**src/rtl/lru_rank_pkg.sv**
```systemverilog
// Shared types and helpers for the rank-counter LRU unit.
package lru_rank_pkg;

    // Kind of rank update applied to the addressed set.
    typedef enum logic [1:0] {
        UPD_IDLE = 2'd0,
        UPD_HIT  = 2'd1,
        UPD_MISS = 2'd2
    } upd_kind_e;

    // Index width that never collapses to zero bits.
    function automatic int idx_width(input int n);
        return (n > 1) ? $clog2(n) : 1;
    endfunction

endpackage

```
**src/rtl/lru_rank_store.sv**
```systemverilog
// Rank storage: one register group per set. Each group holds NUM_WAYS
// ranks of RANK_W bits. Assumes NUM_WAYS is a power of two, so that
// ranks 0..NUM_WAYS-1 fill RANK_W exactly. Reset loads rank w into way w.
module lru_rank_store #(
    parameter int NUM_WAYS = 4,
    parameter int NUM_SETS = 8,
    parameter int RANK_W   = 2,
    parameter int SET_W    = 3,
    localparam int GRP_W   = NUM_WAYS * RANK_W,
    localparam int BUS_W   = NUM_SETS * GRP_W
) (
    input  logic             clk,
    input  logic             rst_n,
    input  logic             wr_en,
    input  logic [SET_W-1:0] wr_set,
    input  logic [GRP_W-1:0] wr_ranks,
    output logic [BUS_W-1:0] rank_bus
);

    for (genvar s = 0; s < NUM_SETS; s++) begin : g_set
        logic [GRP_W-1:0] grp_q;

        // Load the reset permutation, or take new ranks when this set is written.
        always_ff @(posedge clk) begin
            if (!rst_n) begin
                for (int w = 0; w < NUM_WAYS; w++) begin
                    grp_q[w*RANK_W +: RANK_W] <= RANK_W'(w);
                end
            end else if (wr_en && (wr_set == SET_W'(s))) begin
                grp_q <= wr_ranks;
            end
        end

        assign rank_bus[s*GRP_W +: GRP_W] = grp_q;
    end

endmodule

```
**src/rtl/lru_victim_find.sv**
```systemverilog
// Finds the way whose rank equals NUM_WAYS-1 within one set.
// Assumes the ranks form a permutation, so exactly one way matches.
module lru_victim_find #(
    parameter int NUM_WAYS = 4,
    parameter int RANK_W   = 2,
    parameter int WAY_W    = 2,
    localparam int GRP_W   = NUM_WAYS * RANK_W
) (
    input  logic [GRP_W-1:0] ranks,
    output logic [WAY_W-1:0] lru_way
);

    // Scan the ways for the largest rank value.
    always_comb begin
        lru_way = '0;
        for (int w = 0; w < NUM_WAYS; w++) begin
            if (ranks[w*RANK_W +: RANK_W] == RANK_W'(NUM_WAYS - 1)) begin
                lru_way = WAY_W'(w);
            end
        end
    end

endmodule

```
**src/rtl/lru_rank_next.sv**
```systemverilog
// Computes the next ranks of one set from its current ranks, the update
// kind and the touched way (the hit way, or the victim on a miss).
// Assumes the current ranks form a permutation.
module lru_rank_next
    import lru_rank_pkg::*;
#(
    parameter int NUM_WAYS = 4,
    parameter int RANK_W   = 2,
    parameter int WAY_W    = 2,
    localparam int GRP_W   = NUM_WAYS * RANK_W
) (
    input  logic [GRP_W-1:0] cur_ranks,
    input  upd_kind_e        kind,
    input  logic [WAY_W-1:0] touch_way,
    output logic [GRP_W-1:0] nxt_ranks
);

    logic [RANK_W-1:0] touch_rank;

    // Rank that the touched way holds before the update.
    always_comb begin
        touch_rank = '0;
        for (int w = 0; w < NUM_WAYS; w++) begin
            if (touch_way == WAY_W'(w)) touch_rank = cur_ranks[w*RANK_W +: RANK_W];
        end
    end

    // Apply the hit or miss ageing rule to every way.
    always_comb begin
        for (int w = 0; w < NUM_WAYS; w++) begin
            logic [RANK_W-1:0] r;
            r = cur_ranks[w*RANK_W +: RANK_W];
            unique case (kind)
                UPD_HIT: begin
                    if (touch_way == WAY_W'(w))  nxt_ranks[w*RANK_W +: RANK_W] = '0;
                    else if (r < touch_rank)     nxt_ranks[w*RANK_W +: RANK_W] = r + 1'b1;
                    else                         nxt_ranks[w*RANK_W +: RANK_W] = r;
                end
                UPD_MISS: begin
                    if (touch_way == WAY_W'(w))  nxt_ranks[w*RANK_W +: RANK_W] = '0;
                    else                         nxt_ranks[w*RANK_W +: RANK_W] = r + 1'b1;
                end
                default:                         nxt_ranks[w*RANK_W +: RANK_W] = r;
            endcase
        end
    end

endmodule

```
**src/rtl/lru_rank_unit.sv**
```systemverilog
// Top of the rank-counter LRU replacement unit. It selects the ranks of
// the addressed set, reports that set's least recently used way without
// a register, and writes the aged ranks back on the edge of a valid
// access. Assumes NUM_WAYS is a power of two. NUM_WAYS=1 builds no storage.
module lru_rank_unit
    import lru_rank_pkg::*;
#(
    parameter int NUM_WAYS = 4,
    parameter int NUM_SETS = 8,
    localparam int WAY_W   = idx_width(NUM_WAYS),
    localparam int SET_W   = idx_width(NUM_SETS),
    localparam int RANK_W  = WAY_W,
    localparam int GRP_W   = NUM_WAYS * RANK_W,
    localparam int BUS_W   = NUM_SETS * GRP_W
) (
    input  logic             clk,
    input  logic             rst_n,
    input  logic             acc_valid,
    input  logic [SET_W-1:0] acc_set,
    input  logic             acc_hit,
    input  logic [WAY_W-1:0] acc_way,
    output logic [WAY_W-1:0] victim_way,
    output logic             victim_valid
);

    logic [BUS_W-1:0] rank_bus;

    // A miss is in progress when the strobe is up and there is no hit.
    assign victim_valid = acc_valid && !acc_hit;

    if (NUM_WAYS == 1) begin : g_direct
        assign victim_way = '0;
        assign rank_bus   = '0;
    end else begin : g_assoc
        logic [GRP_W-1:0] cur_ranks;
        logic [GRP_W-1:0] nxt_ranks;
        logic [WAY_W-1:0] touch_way;
        upd_kind_e        kind;

        // Select the rank group of the addressed set.
        always_comb begin
            cur_ranks = rank_bus[GRP_W-1:0];
            for (int s = 0; s < NUM_SETS; s++) begin
                if (acc_set == SET_W'(s)) cur_ranks = rank_bus[s*GRP_W +: GRP_W];
            end
        end

        // Classify the access and pick the way it touches.
        always_comb begin
            if (!acc_valid)   kind = UPD_IDLE;
            else if (acc_hit) kind = UPD_HIT;
            else              kind = UPD_MISS;
            touch_way = acc_hit ? acc_way : victim_way;
        end

        lru_victim_find #(
            .NUM_WAYS (NUM_WAYS),
            .RANK_W   (RANK_W),
            .WAY_W    (WAY_W)
        ) find_i (
            .ranks    (cur_ranks),
            .lru_way  (victim_way)
        );

        lru_rank_next #(
            .NUM_WAYS (NUM_WAYS),
            .RANK_W   (RANK_W),
            .WAY_W    (WAY_W)
        ) next_i (
            .cur_ranks (cur_ranks),
            .kind      (kind),
            .touch_way (touch_way),
            .nxt_ranks (nxt_ranks)
        );

        lru_rank_store #(
            .NUM_WAYS (NUM_WAYS),
            .NUM_SETS (NUM_SETS),
            .RANK_W   (RANK_W),
            .SET_W    (SET_W)
        ) store_i (
            .clk      (clk),
            .rst_n    (rst_n),
            .wr_en    (acc_valid),
            .wr_set   (acc_set),
            .wr_ranks (nxt_ranks),
            .rank_bus (rank_bus)
        );
    end

endmodule

```
**config.mk**
```make
export PLATFORM = sky130hd
export DESIGN_NAME = lru_rank_unit
export DESIGN_NICKNAME = d
export VERILOG_FILES = /design/src/rtl/lru_rank_pkg.sv /design/src/rtl/lru_rank_store.sv /design/src/rtl/lru_victim_find.sv /design/src/rtl/lru_rank_next.sv /design/src/rtl/lru_rank_unit.sv
export SDC_FILE = /design/constraint.sdc
export NUM_CORES = 1
export LEC_CHECK = 0
export BUFFER_PORTS_ARGS = -buffer_cell sky130_fd_sc_hd__buf_2
export CORE_UTILIZATION = 35
export DETAILED_ROUTE_END_ITERATION = 7
export PLACE_DENSITY = 0.48
export SLEW_MARGIN = 30
export SYNTH_ARGS = -nofsm -noshare
export SYNTH_HDL_FRONTEND = slang
export SYNTH_SLANG_ARGS = --single-unit
```
**constraint.sdc**
```tcl
create_clock -name clk -period 8.6 [get_ports clk]
set_input_delay 0.43 -clock clk [delete_from_list [all_inputs] [get_ports clk]]
set_output_delay 0.43 -clock clk [all_outputs]
set_load 0.005 [all_outputs]
```
==> results of run 1 <==
[cell families after synthesis]
logic type | share of synthesized area
and+or+nand+nor | 0.2238
AOI/OAI and AO/OA | 0.2941
DFF | 0.3269
buffers and inverters | 0.05939
muxes | 0.07343
adders and majority gates | 0.02235
[layout by cell type (no fill, tap or decap), types with 3 or more instances in the layout]
master,netlist,routed
clkinv_2,0,3
a21boi_0,8,8
o211ai_1,17,17
a32oi_1,9,9
nor3_1,6,6
nand2b_1,6,6
o311ai_2,8,8
a21oi_1,15,15
clkbuf_8,0,9
o21ai_0,18,18
nor3b_1,14,14
ha_1,7,7
a21o_1,3,3
buf_2,4,11
inv_1,5,5
o32a_1,3,3
nor2_1,25,25
or2_2,3,3
a31oi_1,13,13
nand2_1,67,67
and3_1,3,3
o21ai_2,8,8
nor2b_1,17,17
dfxtp_1,64,64
mux2i_1,16,16
nand3_1,15,15
mux4_2,3,3
[critical path: cells and delay by family]
kind	cells	cell delay, ns
simple gates	4	0.97
buf+inv	2	0.74
mux	3	0.76
fa+ha+maj	2	0.46
compound gates	7	2.04
[power groups by stage]
stage | clock network, µW | registers (µW) | logic (µW)
after floorplan | 0 | 316 | 124
after global placement | 0 | 318 | 155
after detailed placement | 0 | 318 | 155
after CTS | 260 | 311 | 155
after global routing | 272 | 312 | 170
final | 253 | 311 | 155
[through the flow]
step	util	hold slack [ns]
final	0.3807	0.4657
after floorplan	-	0.4363
after global routing	0.3807	0.4996
after CTS	0.3807	0.4703
after detailed placement	0.3635	0.4587
after global placement	0.3635	0.4549
[path summary, 6_finish.rpt]
kind	start	end	slack, ns	cells past startpoint
worst max register to register	g_assoc.store_i.g_set[5].grp_q[6]	g_assoc.store_i.g_set[4].grp_q[0]	4.10	15
worst max-delay path	acc_set[0]	g_assoc.store_i.g_set[4].grp_q[0]	3.43	18
worst min register to register	g_assoc.store_i.g_set[4].grp_q[0]	g_assoc.store_i.g_set[4].grp_q[0]	0.47	2
worst min-delay path	g_assoc.store_i.g_set[4].grp_q[0]	g_assoc.store_i.g_set[4].grp_q[0]	0.47	2
[routing by layer]
layer  share of wire  global-route usage
met4          0.0072             0.05284
met1            0.47              0.2627
met2            0.47              0.3187
met5               0                   0
met3           0.060             0.03874
[cell type report]
type / instances / share of cell area
clock buffers: 10 / 0.03079
inverters: 7 / 0.006339
well taps: 140 / 0.04226
repair buffers: 13 / 0.01690
clock inverters: 6 / 0.01449
flip-flops and latches: 64 / 0.3091
multi-input cells: 335 / 0.5801
==> impl_metrics.csv, run 1 <==
group,metric,value,unit
clocking,clk_pin_slew,0.07,ns
detailed_routing,finalWirelength,10.54,mm
sta,fin_skew,0.008481,ns
placement,placed_area,3958,µm²
placement,place_ws,3.108,ns
detailed_routing,drcViolationCount,0,
pwr,design_power_total,718.6,µW
yosys,synth_cell_types,72,
floorplanning,core.rowCount,38,
sta,rsz0062_at_grt,"false",
clocking,cts_buffers,9,
sta,setup_viol,0,
clocking,cts_buffer_depth,2,
clocking,cts_resized,0,
sta,max_freq,0.1935,GHz
clocking,clkLatencyLatePin,0.34,ns
worst_setup_path,required,8.87,ns
floorplanning,io_pins,12,
clocking,holdBufCountCts,0,
yosys,synth_most_common_cell,"nand2_1",
sta,period_share,0.6010,
yosys,netlist_top_cells_area,"dfxtp_1 33%, nand2_1 6.4%, mux2i_1 4.1%, o311ai_2 3.3%, o211ai_1 3.3%",
pwr,leakagePower,0.001549,µW
pwr,pwr-share-clk,0.352,
floorplanning,initial_core_util,0.3599,
pwr,ir_drop,0.08244,mV
detailed_routing,num_vias,3247,
global_route,antenna_found_initial,0,
detailed_routing,via_per_inst,5.647,
worst_setup_path,critPathLaunchType,"input port",
sta,slew_viol_final,0,
floorplanning,core_region_area,10890,µm²
yosys,ys_ff_latch,64,
sta,finalHoldViolCount,0,
pwr,powerDensity,173.4,nW/µm²
floorplanning,die_h,107.8,µm
worst_setup_path,cp_cell_sequence,"buf_2 > nand2_1 > o32ai_1 > o21bai_1 > nand2_4 > inv_2 > ha_1 > or2_2 > mux2i_1 > mux2_2 > a21oi_1 > ha_1 > o21ai_0 > o21ai_0 > mux2i_1 > a31oi_1 > nand2_1 > a21boi_0",
clocking,htree_levels,3,
yosys,seq_area_frac_synth,0.3269,
detailed_routing,antenna_left,0,
layout,multi_input_area,2405,µm²
sta,min_period,5.169,ns
layout,fin_cells,575,
layout,finalInstanceArea,4145,µm²
layout,insertedDiodeCount,0,
layout,area_growth_syn_to_layout,5.779,%
floorplanning,die_area,11620,µm²
flow_run,max-cap-violations,0,
global_route,grt_pass1_wl,17.13,mm
worst_hold_path,hp-class,"flop to flop",
layout,regArea,1281,µm²
yosys,synth_edf_count,0,
detailed_routing,avgRoutedWirePerCell,18.32,µm
global_route,track_usage,0.1961,
yosys,yosysTopAreaCell,"dfxtp_1",
clocking,cts.sinks,64,
pwr,p_sw,226.8,µW
yosys,yosysTopAreaCellShare,0.3269,
layout,largest_register_ffs,64,
placement,dp_cells,559,
global_route,grt_start_max_net_pins,74,
floorplanning,die_w,107.8,µm
yosys,syn_inst,439,
layout,nFillCells,1124,
placement,gp_congestion,0.7692,
yosys,synth-main-ff-cell,"dfxtp_1",
layout,top_regs,"g_assoc.store_i.g_set.grp_q x64",
status,status,"complete, no violations",
yosys,syn-num-nets,455,
placement,numPortBuffers,11,
worst_setup_path,worstPathArrival,5.44,ns
pwr,internal_power,491.8,µW
layout,largest-register,"g_assoc.store_i.g_set.grp_q",
layout,nNetsFinal,446,
pwr,netSwitchingFraction,0.3155,
sta,worstMarginPinSlew,0.8851,ns
worst_setup_path,end_kind,"flop",
yosys,avgSynthCellArea,8.927,µm²
worst_setup_path,crit_fanout,42,
worst_setup_path,critPathKind,"input port to flop",
sta,fin_ws,3.431,ns
sta,fin_setup_tns,0,ns
sta,relSlewSlack,0.3931,
global_route,grt_pass1_vias,3152,
worst_setup_path,cpPeakStageDelay,0.68,ns
pwr,comb_power_share,0.216,
detailed_routing,dr.pass1.iters,4,
yosys,ys_warn_count,0,
layout,drive_above_1_share,0.1724,
clocking,cts-root-buf,"clkbuf_8",
pwr,seqPwrFrac,0.433,
clocking,post_cts_buffers,0,
clocking,cts_tree,"done",
worst_setup_path,slowest_stage,"buf_2",
global_route,grt_overflow_total,0,
yosys,synth_common_cells,"67 x nand2_1, 64 x dfxtp_1, 25 x nor2_1",
yosys,syn_area,3919,µm²
placement,post-dp-hpwl,7.338,mm
detailed_routing,drt-initial-drc-count,289,
yosys,synthArstFlopShare,0,
No activity file was read; power rests on OpenSTA's default activity.
==> inputs of run 2 (changes only) <==
--- a/config.mk
+++ b/config.mk
@@ -5,6 +5,7 @@
 export SDC_FILE = /design/constraint.sdc
 export NUM_CORES = 1
 export LEC_CHECK = 0
+export ABC_AREA = 1
 export BUFFER_PORTS_ARGS = -buffer_cell sky130_fd_sc_hd__buf_2
 export CORE_UTILIZATION = 35
 export DETAILED_ROUTE_END_ITERATION = 7
==> constraint.sdc (replaced) <==
create_clock -name clk -period 5.2 [get_ports clk]
set_input_delay 0.26 -clock clk [delete_from_list [all_inputs] [get_ports clk]]
set_output_delay 0.26 -clock clk [all_outputs]
set_load 0.005 [all_outputs]
==> impl_metrics.csv, run 2 <==
group,metric,value,unit
clocking,holdBufCountCts,0,
layout,insertedDiodeCount,0,
pwr,pwr-share-clk,0.315,
pwr,ir_drop,0.1207,mV
sta,period_share,0.8355,
pwr,leakagePower,0.001936,µW
layout,area_growth_syn_to_layout,8.661,%
sta,relSlewSlack,0.4551,
pwr,seqPwrFrac,0.398,
floorplanning,core_region_area,10890,µm²
clocking,cts_buffer_depth,2,
sta,setup_viol,0,
clocking,htree_levels,3,
sta,min_period,4.344,ns
status,status,"complete, no violations",
layout,final_cell_mix,"171 x nand2_1, 89 x inv_1, 65 x a21oi_1",
placement,gp_congestion,0.8776,
detailed_routing,finalWirelength,12.28,mm
floorplanning,die_area,11700,µm²
yosys,syn_area,3944,µm²
clocking,cts-root-buf,"clkbuf_8",
detailed_routing,via_per_inst,5.030,
clocking,cts_tree,"done",
pwr,internal_power,827.6,µW
yosys,synth_edf_count,0,
sta,rsz0062_at_grt,"false",
layout,largest-register,"g_assoc.store_i.g_set.grp_q",
yosys,ys_ff_latch,64,
layout,layout_commonest_cell,"nand2_1",
detailed_routing,antenna_left,0,
clocking,post_cts_buffers,0,
sta,fin_ws,0.8555,ns
yosys,synth_most_common_cell,"nand2_1",
pwr,netSwitchingFraction,0.3626,
layout,drive_above_1_share,0.1340,
worst_setup_path,critPathKind,"input port to flop",
global_route,grt_start_max_net_pins,60,
worst_setup_path,slowest_stage,"a21oi_1",
pwr,powerDensity,303.0,nW/µm²
clocking,cts.sinks,64,
worst_setup_path,critPathLaunchType,"input port",
clocking,cts_resized,0,
global_route,grt_pass1_vias,3447,
global_route,grt_pass1_wl,19.16,mm
worst_setup_path,end_kind,"flop",
yosys,synthArstFlopShare,0,
sta,finalHoldViolCount,0,
layout,largest_register_ffs,64,
yosys,synth_common_cells,"171 x nand2_1, 89 x inv_1, 65 x a21oi_1",
worst_setup_path,cpPeakStageDelay,0.41,ns
floorplanning,io_pins,12,
yosys,yosysTopAreaCell,"dfxtp_1",
yosys,synth-main-ff-cell,"dfxtp_1",
sta,slew_viol_final,0,
layout,top_regs,"g_assoc.store_i.g_set.grp_q x64",
worst_setup_path,worstPathArrival,4.64,ns
global_route,grt_overflow_total,0,
worst_setup_path,crit_fanout,10,
yosys,seq_area_frac_synth,0.3249,
detailed_routing,drcViolationCount,0,
yosys,syn-num-nets,628,
pwr,comb_power_share,0.287,
sta,max_freq,0.2302,GHz
clocking,cts_buffers,9,
detailed_routing,drt-initial-drc-count,200,
yosys,syn_inst,612,
clocking,clkLatencyLatePin,0.35,ns
yosys,synth_cell_types,35,
sta,fin_skew,0.006957,ns
clocking,clk_pin_slew,0.07,ns
placement,numPortBuffers,11,
worst_hold_path,hp-class,"input port to flop",
global_route,track_usage,0.2228,
worst_setup_path,required,5.50,ns
pwr,p_sw,470.9,µW
floorplanning,die_h,108.2,µm
floorplanning,initial_core_util,0.3622,
yosys,yosysTopAreaCellShare,0.3249,
flow_run,max-cap-violations,0,
sta,worstMarginPinSlew,0.8143,ns
yosys,netlist_top_cells_area,"dfxtp_1 32%, nand2_1 16%, inv_1 8.5%, a21oi_1 8.2%, nand3_1 7.1%",
floorplanning,core.rowCount,38,
floorplanning,die_w,108.2,µm
detailed_routing,dr.pass1.iters,5,
global_route,antenna_found_initial,0,
yosys,ys_warn_count,0,
placement,post-dp-hpwl,8.552,mm
detailed_routing,num_vias,3858,
layout,nNetsFinal,638,
detailed_routing,avgRoutedWirePerCell,16.01,µm
worst_setup_path,cpMostUsedCell,"nand2_1",
sta,fin_setup_tns,0,ns
yosys,avgSynthCellArea,6.444,µm²
placement,place_ws,0.6238,ns
-- run 2: cells by family (layout without fill, tap and decap cells) --
family | count (synthesis) | after routing | share of synthesized area
AOI/OAI and AO/OA | 104 | 104 | 0.1520
adders and majority gates | 7 | 7 | 0.02221
buffers and inverters | 115 | 130 | 0.1215
DFF | 64 | 64 | 0.3249
and+or+nand+nor | 322 | 322 | 0.3794
-- run 2: worst paths after layout --
check | start | cells past startpoint | slack [ns] | end
setup / recovery | acc_set[2] | 28 | 0.86 | g_assoc.store_i.g_set[6].grp_q[0]
hold / removal | rst_n | 4 | 0.30 | g_assoc.store_i.g_set[4].grp_q[0]
setup reg to reg | g_assoc.store_i.g_set[1].grp_q[3] | 25 | 1.07 | g_assoc.store_i.g_set[6].grp_q[0]
hold reg to reg | g_assoc.store_i.g_set[7].grp_q[5] | 2 | 0.47 | g_assoc.store_i.g_set[7].grp_q[5]
-- run 2: routing by layer --
| metal | vias to the layer above | global-route usage | part of all wire |
|---|---|---|---|
| met5 | - | 0 | 0 |
| met4 | 0 | 0.05577 | 0.012 |
| met3 | 13 | 0.04340 | 0.043 |
| met2 | 96 | 0.3198 | 0.43 |
| met1 | 1805 | 0.3352 | 0.52 |
| li1 | 1944 | - | - |
-- run 2: stage by stage --
step	hold slack (ns)	util	total power [µW]	instance area [µm²]	cells
5_1_grt	0.2924	0.3936	1369	4285	767
4_1_cts	0.2814	0.3936	1307	4285	767
3_5_place_dp	0.4518	0.3767	896.0	4101	751
2_1_floorplan	0.4327	-	790.0	3944	612
3_3_place_gp	0.4472	0.3765	894.4	4099	751
6_report	0.3012	0.3936	1298	4285	767
-- run 2: layout make-up --
type,instances,area [µm²]
fill,1195,6603
multi-input combinational,433,2183
sequential,64,1281
inverter,99,376.6
tap,140,175.2
clock buffer,13,168.9
timing repair buffer,15,85.08
clock inverter,3,15.01
-- run 2: critical path, delay by kind of cell --
family | cells | cell delay [ns]
AOI/OAI and AO/OA | 9 | 1.60
adders and majority gates | 2 | 0.51
buffers and inverters | 5 | 0.72
and+or+nand+nor | 12 | 1.52
-- run 2: power groups by stage --
| stage | clock (µW) | sequential, µW | combinational (µW) |
|---|---|---|---|
| 2_1_floorplan | 0 | 525 | 265 |
| 3_3_place_gp | 0 | 527 | 367 |
| 3_5_place_dp | 0 | 527 | 368 |
| 4_1_cts | 421 | 516 | 370 |
| 5_1_grt | 446 | 518 | 405 |
| 6_report | 409 | 517 | 373 |
==> inputs of run 3 (changes only) <==
--- a/config.mk
+++ b/config.mk
@@ -9,7 +9,7 @@
 export BUFFER_PORTS_ARGS = -buffer_cell sky130_fd_sc_hd__buf_2
 export CORE_UTILIZATION = 35
 export DETAILED_ROUTE_END_ITERATION = 7
-export PLACE_DENSITY = 0.48
+export PLACE_DENSITY = 0.5
 export SLEW_MARGIN = 30
 export SYNTH_ARGS = -nofsm -noshare
 export SYNTH_HDL_FRONTEND = slang
==> constraint.sdc (replaced) <==
create_clock -name clk -period 3.5 [get_ports clk]
set_input_delay 0.175 -clock clk [delete_from_list [all_inputs] [get_ports clk]]
set_output_delay 0.175 -clock clk [all_outputs]
set_load 0.005 [all_outputs]
==> impl_metrics.csv, run 3 (synthesized netlist as in run 2, its figures left out) <==
group,metric,value,unit
sta,relSlewSlack,0.4102,
global_route,antenna_found_initial,0,
worst_setup_path,timing.rr.start,"g_assoc.store_i.g_set[1].grp_q[5]",
clocking,cts-root-buf,"clkbuf_8",
global_route,track_usage,0.2237,
layout,fin_cells,826,
worst_setup_path,worstPathArrival,3.77,ns
clocking,holdBufCountCts,0,
layout,top_regs,"g_assoc.store_i.g_set.grp_q x64",
worst_setup_path,slowest_stage,"dfxtp_2",
placement,numPortBuffers,11,
layout,layout_commonest_cell,"nand2_1",
placement,place_ws,-0.6554,ns
sta,max_freq,0.2854,GHz
worst_hold_path,hp-class,"input port to flop",
worst_setup_path,r2r-end,"g_assoc.store_i.g_set[1].grp_q[4]",
pwr,powerDensity,412.2,nW/µm²
pwr,seqPwrFrac,0.360,
worst_hold_path,worstHoldPathCells,4,
worst_setup_path,worst_r2r_path_depth,26,
layout,nNetsFinal,698,
detailed_routing,dr.pass1.iters,5,
floorplanning,core.rowCount,38,
worst_setup_path,cp_top_family,"compound AO/OA/AOI/OAI gates",
detailed_routing,drt-initial-drc-count,217,
pwr,ir_drop,0.2246,mV
floorplanning,die_h,108.2,µm
pwr,netSwitchingFraction,0.3697,
floorplanning,initial_core_util,0.3622,
detailed_routing,finalWirelength,12.73,mm
layout,largest-register,"g_assoc.store_i.g_set.grp_q",
layout,insertedDiodeCount,0,
worst_hold_path,hp-start,"rst_n",
detailed_routing,num_vias,4124,
detailed_routing,avgRoutedWirePerCell,15.41,µm
sta,fin_ws,-0.004218,ns
global_route,grt_pass1_vias,3663,
sta,min_period,3.504,ns
clocking,cts.sinks,64,
placement,gp_congestion,0.8721,
layout,drive_above_1_share,0.3338,
worst_hold_path,holdPathEnd,"g_assoc.store_i.g_set[5].grp_q[1]",
sta,setup_viol,2,
pwr,leakagePower,0.002298,µW
sta,slew_viol_final,0,
clocking,cts_buffers,9,
sta,period_share,1.001,
clocking,cts_buffer_depth,2,
pwr,pwr-share-clk,0.271,
detailed_routing,drcViolationCount,0,
clocking,clkLatencyLatePin,0.36,ns
floorplanning,die_w,108.2,µm
global_route,grt_overflow_total,0,
layout,final_cell_mix,"136 x nand2_1, 84 x inv_1, 63 x a21oi_1",
global_route,grt_pass1_wl,19.34,mm
sta,finalHoldViolCount,0,
worst_setup_path,end_kind,"flop",
pwr,comb_power_share,0.369,
sta,fin_skew,0.006518,ns
global_route,grt_start_max_net_pins,60,
layout,area_growth_syn_to_layout,31.19,%
pwr,internal_power,1344,µW
worst_setup_path,required,3.76,ns
layout,final_util,0.4752,
worst_setup_path,critPathKind,"flop to flop",
placement,post-dp-hpwl,9.018,mm
clocking,cts_tree,"done",
worst_setup_path,critPathLaunchType,"flop",
clocking,htree_levels,3,
status,violations,"negative setup slack",
worst_setup_path,crit_fanout,8,
status,status,"finished, violations left",
worst_setup_path,cpPeakStageDelay,0.33,ns
layout,largest_register_ffs,64,
floorplanning,die_area,11700,µm²
worst_setup_path,cp_num_buf_inv,5,
placement,dp_cells,808,
clocking,clk_pin_slew,0.07,ns
pwr,p_sw,788.4,µW
worst_setup_path,ff2ff_setup_slack,-0.004,ns
sta,worstMarginPinSlew,0.8814,ns
detailed_routing,via_per_inst,4.993,
flow_run,max-cap-violations,0,
detailed_routing,antenna_left,0,
floorplanning,io_pins,12,
floorplanning,core_region_area,10890,µm²
sta,rsz0062_at_grt,"true",
[run 3: cell types whose count changed in the layout (fill, tap and decap cells not counted), sizes merged]
cell | before | now
clkinv | 4 | 3
buf | 15 | 75
clkinvlp | 0 | 1
clkbuf | 13 | 12
[run 3: layout make-up]
cell class / count / area [µm²]
fillers: 1141 / 5714
multi-input cells: 433 / 2590
flip-flops and latches: 64 / 1285
repair buffers: 75 / 571.8
inverters: 99 / 379.1
well taps: 140 / 175.2
clock buffers: 12 / 155.1
clock inverters: 3 / 17.52
[run 3: worst max-delay path by stage]
stage	startpoint	endpoint	slack (ns)	cells past startpoint
CTS	g_assoc.store_i.g_set[0].grp_q[7]	g_assoc.store_i.g_set[5].grp_q[5]	0.01	27
global route	acc_set[0]	g_assoc.store_i.g_set[3].grp_q[7]	-0.16	31
finish	g_assoc.store_i.g_set[1].grp_q[5]	g_assoc.store_i.g_set[1].grp_q[4]	-0.004	26
floorplan	acc_set[2]	g_assoc.store_i.g_set[6].grp_q[7]	0.03	25
global placement	acc_set[0]	g_assoc.store_i.g_set[5].grp_q[5]	-0.63	31
detailed placement	acc_set[1]	g_assoc.store_i.g_set[5].grp_q[5]	-0.66	31
[run 3: timing repair]
action                                  in CTS  in global routing
pin swaps                                    9                 51
hold endpoints to repair                     0                  0
endpoints found under the setup margin      64                 64
setup buffers                                1                  2
gates resized for setup                     14                100
[run 3: power groups by stage]
stage               Combinational [µW]  Sequential (µW)  Clock (µW)
floorplan                          394              780           0
global placement                   614              783           0
detailed placement                 620              784           0
CTS                                636              767         598
global route                       847              770         632
finish                             786              768         579
[run 3: worst register-to-register path, delay by kind of cell, from the launching register on]
family          cells  cell delay (ns)
flops               1             0.33
fa+ha+maj           2             0.40
compound gates      8             1.13
buf+inv             5             0.47
simple gates       11             1.05
[run 3: metrics by stage]
stage                     setup TNS (ns)  area, µm²  hold WS (ns)  power, µW
after global routing              -5.765       5174        0.2004       2249
final                          -0.005437       5174        0.2038       2132
after floorplan                        0       3944        0.3737       1174
after detailed placement          -37.49       4554        0.4529       1403
after global placement            -35.64       4552        0.4463       1398
after CTS                              0       4770        0.1968       2001
[run 3: per-layer routing]
metal	part of all wire	global-route usage	up-vias	wire, µm
li1	-	-	2076	-
met1	0.47	0.3152	1939	6016
met2	0.46	0.3444	92	5904
met3	0.045	0.04521	17	575
met4	0.018	0.05969	0	231
met5	0	0	-	0
